<file path="config.mk">
export PLATFORM = sky130hd
export DESIGN_NAME = spi_regmaster
export DESIGN_NICKNAME = d
export VERILOG_FILES = /design/src/rtl/spi_mr_pkg.sv /design/src/rtl/spi_mr_sync.sv /design/src/rtl/spi_mr_rate.sv /design/src/rtl/spi_mr_shift.sv /design/src/rtl/spi_mr_regs.sv /design/src/rtl/spi_regmaster.sv
export SDC_FILE = /design/constraint.sdc
export NUM_CORES = 1
export LEC_CHECK = 0
export ABC_AREA = 1
export BUFFER_PORTS_ARGS = -buffer_cell sky130_fd_sc_hd__buf_2
export CAP_MARGIN = 25
export CORE_UTILIZATION = 60
export CTS_CLUSTER_DIAMETER = 60
export DETAILED_ROUTE_END_ITERATION = 8
export GPL_TIMING_DRIVEN = 0
export PLACE_DENSITY = 0.81
export SLEW_MARGIN = 20
export SYNTH_ARGS = -nofsm -noshare
export SYNTH_HDL_FRONTEND = slang
export SYNTH_HIERARCHICAL = 1
export SYNTH_SLANG_ARGS = --single-unit
</file>
<file path="constraint.sdc">
create_clock -name clk -period 3.75 [get_ports clk]
set_input_delay 0.5625 -clock clk [delete_from_list [all_inputs] [get_ports clk]]
set_output_delay 0.5625 -clock clk [all_outputs]
set_load 0.01 [all_outputs]
</file>
<file path="src/rtl/spi_mr_pkg.sv">
package spi_mr_pkg;
   localparam int REG_W = 8;

   typedef enum logic [1:0] {
      ADDR_CTRL = 2'd0,
      ADDR_STAT = 2'd1,
      ADDR_DATA = 2'd2
   } reg_sel_e;

   localparam int CTL_RATE_HI = 7;
   localparam int CTL_EN      = 6;
   localparam int CTL_SSOFF   = 5;
   localparam int CTL_MST     = 4;
   localparam int CTL_CPOL    = 3;
   localparam int CTL_CPHA    = 2;

   localparam int ST_DONE  = 7;
   localparam int ST_COLL  = 6;
   localparam int ST_FAULT = 4;

   typedef struct packed {
      logic       en;
      logic       ssoff;
      logic       master;
      logic       cpol;
      logic       cpha;
      logic [2:0] rate;
   } cfg_t;
endpackage

</file>
<file path="src/rtl/spi_mr_sync.sv">
module spi_mr_sync #(
   parameter int   STAGES    = 2,
   parameter logic RESET_VAL = 1'b1
) (
   input  logic clk,
   input  logic rst_n,
   input  logic d,
   output logic q
);
   generate
      if (STAGES < 0) begin : g_bad_stages
         $error("spi_mr_sync: STAGES must not be negative");
      end
      if (STAGES == 0) begin : g_pass
         assign q = d;
      end else begin : g_chain
         logic [STAGES-1:0] chain;
         always_ff @(posedge clk or negedge rst_n) begin
            if (!rst_n) chain <= {STAGES{RESET_VAL}};
            else        chain <= STAGES'({chain, d});
         end
         assign q = chain[STAGES-1];
      end
   endgenerate
endmodule

</file>
<file path="src/rtl/spi_mr_rate.sv">
module spi_mr_rate #(
   parameter int RATE_W   = 3,
   parameter int CAP_LOG2 = 6
) (
   input  logic              clk,
   input  logic              rst_n,
   input  logic              run,
   input  logic [RATE_W-1:0] code,
   output logic              tick
);
   localparam int CNT_W = (CAP_LOG2 > 0) ? CAP_LOG2 : 1;

   generate
      if (RATE_W < 1) begin : g_bad_rate
         $error("spi_mr_rate: RATE_W must be at least 1");
      end
      if (CAP_LOG2 > (1 << RATE_W) - 1) begin : g_bad_cap
         $error("spi_mr_rate: CAP_LOG2 exceeds the largest rate code");
      end

      if (CAP_LOG2 == 0) begin : g_nodiv
         assign tick = run;
      end else begin : g_div
         logic [RATE_W-1:0] eff;
         logic [CNT_W:0]    limit;
         logic [CNT_W-1:0]  cnt;

         always_comb begin
            eff   = (code > RATE_W'(CAP_LOG2)) ? RATE_W'(CAP_LOG2) : code;
            limit = ((CNT_W+1)'(1) << eff) - (CNT_W+1)'(1);
         end

         assign tick = run && ({1'b0, cnt} == limit);

         always_ff @(posedge clk or negedge rst_n) begin
            if (!rst_n)        cnt <= '0;
            else if (!run)     cnt <= '0;
            else if (tick)     cnt <= '0;
            else               cnt <= cnt + CNT_W'(1);
         end
      end
   endgenerate
endmodule

</file>
<file path="src/rtl/spi_mr_shift.sv">
module spi_mr_shift #(
   parameter int FRAME_W = 8
) (
   input  logic               clk,
   input  logic               rst_n,
   input  logic               start,
   input  logic               load,
   input  logic [FRAME_W-1:0] load_data,
   input  logic               abort,
   input  logic               tick,
   input  logic               cpol,
   input  logic               cpha,
   input  logic               miso,
   output logic               busy,
   output logic               sck,
   output logic               mosi,
   output logic               done,
   output logic [FRAME_W-1:0] rx_data
);
   localparam int LAST = 2 * FRAME_W - 1;
   localparam int EW   = $clog2(2 * FRAME_W);

   generate
      if (FRAME_W < 2) begin : g_bad_frame
         $error("spi_mr_shift: FRAME_W must be at least 2");
      end
   endgenerate

   logic [FRAME_W-1:0] shreg;
   logic [EW-1:0]      edge_cnt;
   logic               sck_q;
   logic               mosi_q;
   logic               cap;

   always_ff @(posedge clk or negedge rst_n) begin
      if (!rst_n) begin
         busy     <= 1'b0;
         edge_cnt <= '0;
         sck_q    <= 1'b0;
         mosi_q   <= 1'b0;
         shreg    <= '0;
         cap      <= 1'b0;
         done     <= 1'b0;
      end else begin
         done <= 1'b0;
         if (abort) begin
            busy     <= 1'b0;
            edge_cnt <= '0;
         end else if (busy) begin
            if (tick) begin
               sck_q    <= ~sck_q;
               edge_cnt <= edge_cnt + EW'(1);
               if (!edge_cnt[0]) begin
                  // leading edge
                  if (!cpha) begin
                     cap <= miso;
                  end else begin
                     mosi_q <= shreg[FRAME_W-1];
                     shreg  <= {shreg[FRAME_W-2:0], 1'b0};
                  end
               end else begin
                  // trailing edge
                  if (!cpha) begin
                     shreg  <= {shreg[FRAME_W-2:0], cap};
                     mosi_q <= shreg[FRAME_W-2];
                  end else begin
                     shreg[0] <= miso;
                  end
               end
               if (edge_cnt == EW'(LAST)) begin
                  busy     <= 1'b0;
                  done     <= 1'b1;
                  edge_cnt <= '0;
               end
            end
         end else begin
            if (load) shreg <= load_data;
            if (start) begin
               busy     <= 1'b1;
               sck_q    <= cpol;
               edge_cnt <= '0;
               if (!cpha) mosi_q <= load_data[FRAME_W-1];
            end
         end
      end
   end

   assign sck     = busy ? sck_q : cpol;
   assign mosi    = mosi_q;
   assign rx_data = shreg;


   sck_toggle_chk: assert property (@(posedge clk) disable iff (!rst_n)
      busy && tick && !abort |=> sck != $past(sck))
      else $error("sck did not toggle on a rate tick");


   abort_stop_chk: assert property (@(posedge clk) disable iff (!rst_n)
      abort |=> !busy && !done)
      else $error("abort did not stop the transfer");
endmodule

</file>
<file path="src/rtl/spi_mr_regs.sv">
module spi_mr_regs
   import spi_mr_pkg::*;
#(
   parameter int FRAME_W     = 8,
   parameter int SYNC_STAGES = 2
) (
   input  logic               clk,
   input  logic               rst_n,
   input  logic               wr,
   input  logic               rd,
   input  logic [1:0]         addr,
   input  logic [REG_W-1:0]   wdata,
   output logic [REG_W-1:0]   rdata,
   input  logic               sel_n,
   input  logic               busy,
   input  logic               done,
   input  logic [FRAME_W-1:0] rx_data,
   output cfg_t               cfg,
   output logic               start,
   output logic               load,
   output logic [FRAME_W-1:0] load_data,
   output logic               abort,
   output logic               release_o
);
   logic [REG_W-1:0]   ctrl;
   logic [FRAME_W-1:0] buffer;
   logic               spif, wcol, modf, arm;
   logic               sel_s;
   logic               wr_data, acc_data, wr_ctl, rd_stat;
   logic               fault_evt, collide, clr_dat, clr_flt;

   spi_mr_sync #(.STAGES(SYNC_STAGES), .RESET_VAL(1'b1)) u_sel_sync (
      .clk   (clk),
      .rst_n (rst_n),
      .d     (sel_n),
      .q     (sel_s)
   );

   always_comb begin
      cfg.en     = ctrl[CTL_EN];
      cfg.ssoff  = ctrl[CTL_SSOFF];
      cfg.master = ctrl[CTL_MST];
      cfg.cpol   = ctrl[CTL_CPOL];
      cfg.cpha   = ctrl[CTL_CPHA];
      cfg.rate   = {ctrl[CTL_RATE_HI], ctrl[1:0]};
   end

   assign wr_data   = wr && (addr == ADDR_DATA);
   assign acc_data  = (wr || rd) && (addr == ADDR_DATA);
   assign wr_ctl    = wr && (addr == ADDR_CTRL);
   assign rd_stat   = rd && (addr == ADDR_STAT);
   assign fault_evt = cfg.en && cfg.master && !cfg.ssoff && !sel_s;
   assign collide   = wr_data && busy;
   assign clr_dat   = acc_data && arm;
   assign clr_flt   = wr_ctl && arm;

   assign load      = wr_data && !busy;
   assign load_data = wdata[FRAME_W-1:0];
   assign start     = wr_data && !busy && cfg.en && cfg.master && !fault_evt;
   assign abort     = busy && (!cfg.en || fault_evt);
   assign release_o = cfg.ssoff;

   always_ff @(posedge clk or negedge rst_n) begin
      if (!rst_n) begin
         ctrl <= '0;
      end else begin
         if (wr_ctl)    ctrl <= wdata;
         if (fault_evt) ctrl[CTL_MST] <= 1'b0;
      end
   end

   always_ff @(posedge clk or negedge rst_n) begin
      if (!rst_n) begin
         spif   <= 1'b0;
         wcol   <= 1'b0;
         modf   <= 1'b0;
         arm    <= 1'b0;
         buffer <= '0;
      end else begin
         spif <= done || (spif && !clr_dat);
         wcol <= collide || (wcol && !clr_dat);
         modf <= fault_evt || (modf && !clr_flt);
         if (rd_stat && (spif || wcol || modf)) arm <= 1'b1;
         else if (acc_data || wr_ctl)          arm <= 1'b0;
         if (done) buffer <= rx_data;
      end
   end

   always_comb begin
      unique case (addr)
         ADDR_CTRL: rdata = ctrl;
         ADDR_STAT: begin
            rdata           = '0;
            rdata[ST_DONE]  = spif;
            rdata[ST_COLL]  = wcol;
            rdata[ST_FAULT] = modf;
         end
         ADDR_DATA: rdata = REG_W'(buffer);
         default:   rdata = '0;
      endcase
   end


   collision_flag_chk: assert property (@(posedge clk) disable iff (!rst_n)
      wr_data && busy |=> wcol)
      else $error("collision flag not raised");


   fault_reaction_chk: assert property (@(posedge clk) disable iff (!rst_n)
      fault_evt |=> modf && !ctrl[CTL_MST])
      else $error("fault did not set flag and drop master");


   buffer_hold_chk: assert property (@(posedge clk) disable iff (!rst_n)
      !done |=> $stable(buffer))
      else $error("read buffer changed outside transfer end");
endmodule

</file>
<file path="src/rtl/spi_regmaster.sv">
module spi_regmaster
   import spi_mr_pkg::*;
#(
   parameter int FRAME_W       = 8,
   parameter int SYNC_STAGES   = 2,
   parameter int RATE_CAP_LOG2 = 6
) (
   input  logic             clk,
   input  logic             rst_n,
   input  logic             reg_wr,
   input  logic             reg_rd,
   input  logic [1:0]       reg_addr,
   input  logic [REG_W-1:0] reg_wdata,
   output logic [REG_W-1:0] reg_rdata,
   output logic             sck_o,
   output logic             mosi_o,
   input  logic             miso_i,
   input  logic             ss_n_i,
   output logic             ss_release_o
);
   generate
      if (FRAME_W < 2 || FRAME_W > REG_W) begin : g_bad_frame
         $error("spi_regmaster: FRAME_W must lie between 2 and the register width");
      end
   endgenerate

   cfg_t               cfg;
   logic               start, load, abort, busy, done, tick;
   logic [FRAME_W-1:0] load_data, rx_data;

   spi_mr_regs #(.FRAME_W(FRAME_W), .SYNC_STAGES(SYNC_STAGES)) u_regs (
      .clk       (clk),
      .rst_n     (rst_n),
      .wr        (reg_wr),
      .rd        (reg_rd),
      .addr      (reg_addr),
      .wdata     (reg_wdata),
      .rdata     (reg_rdata),
      .sel_n     (ss_n_i),
      .busy      (busy),
      .done      (done),
      .rx_data   (rx_data),
      .cfg       (cfg),
      .start     (start),
      .load      (load),
      .load_data (load_data),
      .abort     (abort),
      .release_o (ss_release_o)
   );

   spi_mr_rate #(.RATE_W(3), .CAP_LOG2(RATE_CAP_LOG2)) u_rate (
      .clk   (clk),
      .rst_n (rst_n),
      .run   (busy),
      .code  (cfg.rate),
      .tick  (tick)
   );

   spi_mr_shift #(.FRAME_W(FRAME_W)) u_shift (
      .clk       (clk),
      .rst_n     (rst_n),
      .start     (start),
      .load      (load),
      .load_data (load_data),
      .abort     (abort),
      .tick      (tick),
      .cpol      (cfg.cpol),
      .cpha      (cfg.cpha),
      .miso      (miso_i),
      .busy      (busy),
      .sck       (sck_o),
      .mosi      (mosi_o),
      .done      (done),
      .rx_data   (rx_data)
   );
endmodule

</file>
==> flow_summary.ini <==
[sta]
max_freq_mhz = 459.5
slew_headroom_pct = 62.33
tightest_slew_ns = 0.5650
hold_viol = 0
hold_ws_ns = 0.2382
slew_viol_final = 0
fin_crit_ns = 2.176
fin_tns_setup_ns = 0
rsz0062_at_grt = false
skew_ns = 0.009834
timing.final.crit_share_pct = 58.03
setup_violations = 0

[min_path]
hold_class = input port to async pin

[worst_setup_path]
cp_max_fo = 10
critPathArrivalTime_ns = 1.61
worstPathRequired_ns = 3.19
start_kind = flop
worstRegToRegCells = 12
crit_type = flop to output port
critPathCaptureType = output port

[cts]
clock_path_buffers = 2
clk_latency_ns = 0.30
cts_tree = built
post-cts-setup-buffers = 0
cts_buffers = 5
cts_htree_levels = 2
hold_buffers = 0
cts.sinks = 45
cts_root_buf = clkbuf_8
cts_resized = 0
clkSlewWorstSetupHoldPaths_ns = 0.09

[routing]
wirelength_um = 5436
drt-vias-per-instance = 5.206
drtAntennaViolNets = 0
drt_iter0_markers = 150
wl_per_cell_um = 12.58
vias = 2249
drt_pass1_iterations = 4
detail_route.drc_violations = 0

[floorplanning]
core_um2 = 4029
die_x_um = 66.82
io_pins = 27
initial_core_util_pct = 62.58
dieArea_um2 = 4465
die_h_um = 66.82
rows = 23

[job]
maxCapViolations = 0

[global_routing]
grt_max_degree = 46
grt_overflow = 0
grt_pass1_wl_um = 9080
grt_pass1_vias = 1973
grt.total_usage_pct = 27.82
antenna_found_initial = 0

[placed_design]
io_buffers = 26
dp_hpwl_um = 3926
place.gp.congestion = 0.8229

[yosys]
synth_nets = 366
syn_area_um2 = 2521
syn_area_per_cell_um2 = 7.245
synth_warnings = 6
synth_cells = 348

[outcome]
run_status = completed

[layout]
nFillCells = 343
area_growth_pct = 12.51
diodes = 0
final_core_util_pct = 70.40
nNetsFinal = 399
drive_above_1_share_pct = 17.28

[power_and_ir_drop]
powerDensity_nw_per_um2 = 503.7
ir_drop_v = 0.0003161
p_leak_uw = 0.001498
## metrics by stage
step	cell area, um^2	setup WS [ns]	power [uW]	instances
after floorplan	2521	2.053	931.0	348
after global placement	2714	1.753	1038	424
after detailed placement	2714	1.748	1050	424
after CTS	2834	1.555	1434	432
after global routing	2836	1.434	1530	432
final	2836	1.574	1429	432
## worst max-delay path: stages (launching register included)
cell     delay [ns]
dfrtp_1        0.55
buf_6          0.19
inv_2          0.06
buf_2          0.19
o21ai_0        0.17
buf_2          0.15
## cells in the final DEF, fill, tap and decap left out
cell type / n
o21ai_0: 14
nand3_1: 33
a31o_2: 1
xor2_1: 2
clkbuf_8: 6
a31oi_1: 1
ha_1: 2
clkinvlp_4: 1
nand3_2: 1
nand2_2: 1
o21ai_1: 8
nor2_1: 20
a21oi_2: 1
buf_6: 2
inv_1: 39
dfrtp_1: 43
o21ai_2: 1
dfstp_2: 2
buf_2: 29
buf_4: 9
nor2_2: 3
o211ai_1: 3
nand2_4: 1
nor3_1: 1
nand4_1: 3
o21ai_4: 1
inv_2: 3
a21oi_1: 5
nand2_1: 140
nand3b_1: 1
bufinv_16: 1
nor4_1: 1
nor2_4: 3
## report_power, final
| part | internal [uW] | switching, uW | total [uW] |
|---|---|---|---|
| Sequential | 576 | 87.0 | 663 |
| Combinational | 139 | 242 | 381 |
| Clock | 217 | 167 | 384 |
| Total | 932 | 497 | 1430 |
## state kept, by name, indices dropped and copies added (netlist names)
register	flops
u_regs/u_sel_sync/g_chain.chain	2
u_regs/modf	1
u_shift/busy	1
u_regs/spif	1
u_shift/cap	1
u_rate/g_div.cnt	6
u_regs/wcol	1
u_shift/edge_cnt	4
u_shift/rx_data	8
u_regs/buffer	8
u_shift/mosi	1
u_regs/arm	1
u_shift/sck_q	1
u_regs/ctrl	8
u_shift/done	1
## area by class of cell
cell class | count | area, um^2 | area share, %
clock inverter | 2 | 37.54 | 1.323
buffer | 14 | 102.6 | 3.617
inverter | 42 | 157.7 | 5.558
tap | 50 | 62.56 | 2.206
sequential | 45 | 1129 | 39.79
timing repair buffer | 26 | 132.6 | 4.676
clock buffer | 6 | 82.58 | 2.911
multi-input combinational | 247 | 1132 | 39.92
## metal layers
layer	global-route usage (%)	vias up	part of all wire [%]
met5	0	-	0
met4	7.979	0	1.2
met3	5.137	6	6.4
met2	43.18	70	46
met1	39.58	1024	46
li1	-	1149	-
## final timing paths
kind	from	endpoint	slack [ns]
max in group asynchronous	rst_n	u_regs/buffer[3]	3.11
worst min-delay path	rst_n	u_regs/arm	0.24
worst min register to register	u_regs/u_sel_sync/g_chain.chain[0]	u_regs/u_sel_sync/g_chain.chain[1]	0.37
min in group clk	ss_n_i	u_regs/u_sel_sync/g_chain.chain[0]	0.35
worst max-delay path	u_shift/busy	sck_o	1.57
worst max register to register	u_regs/ctrl[7]	u_shift/rx_data[2]	1.73
(Power assumes the default switching activity.)
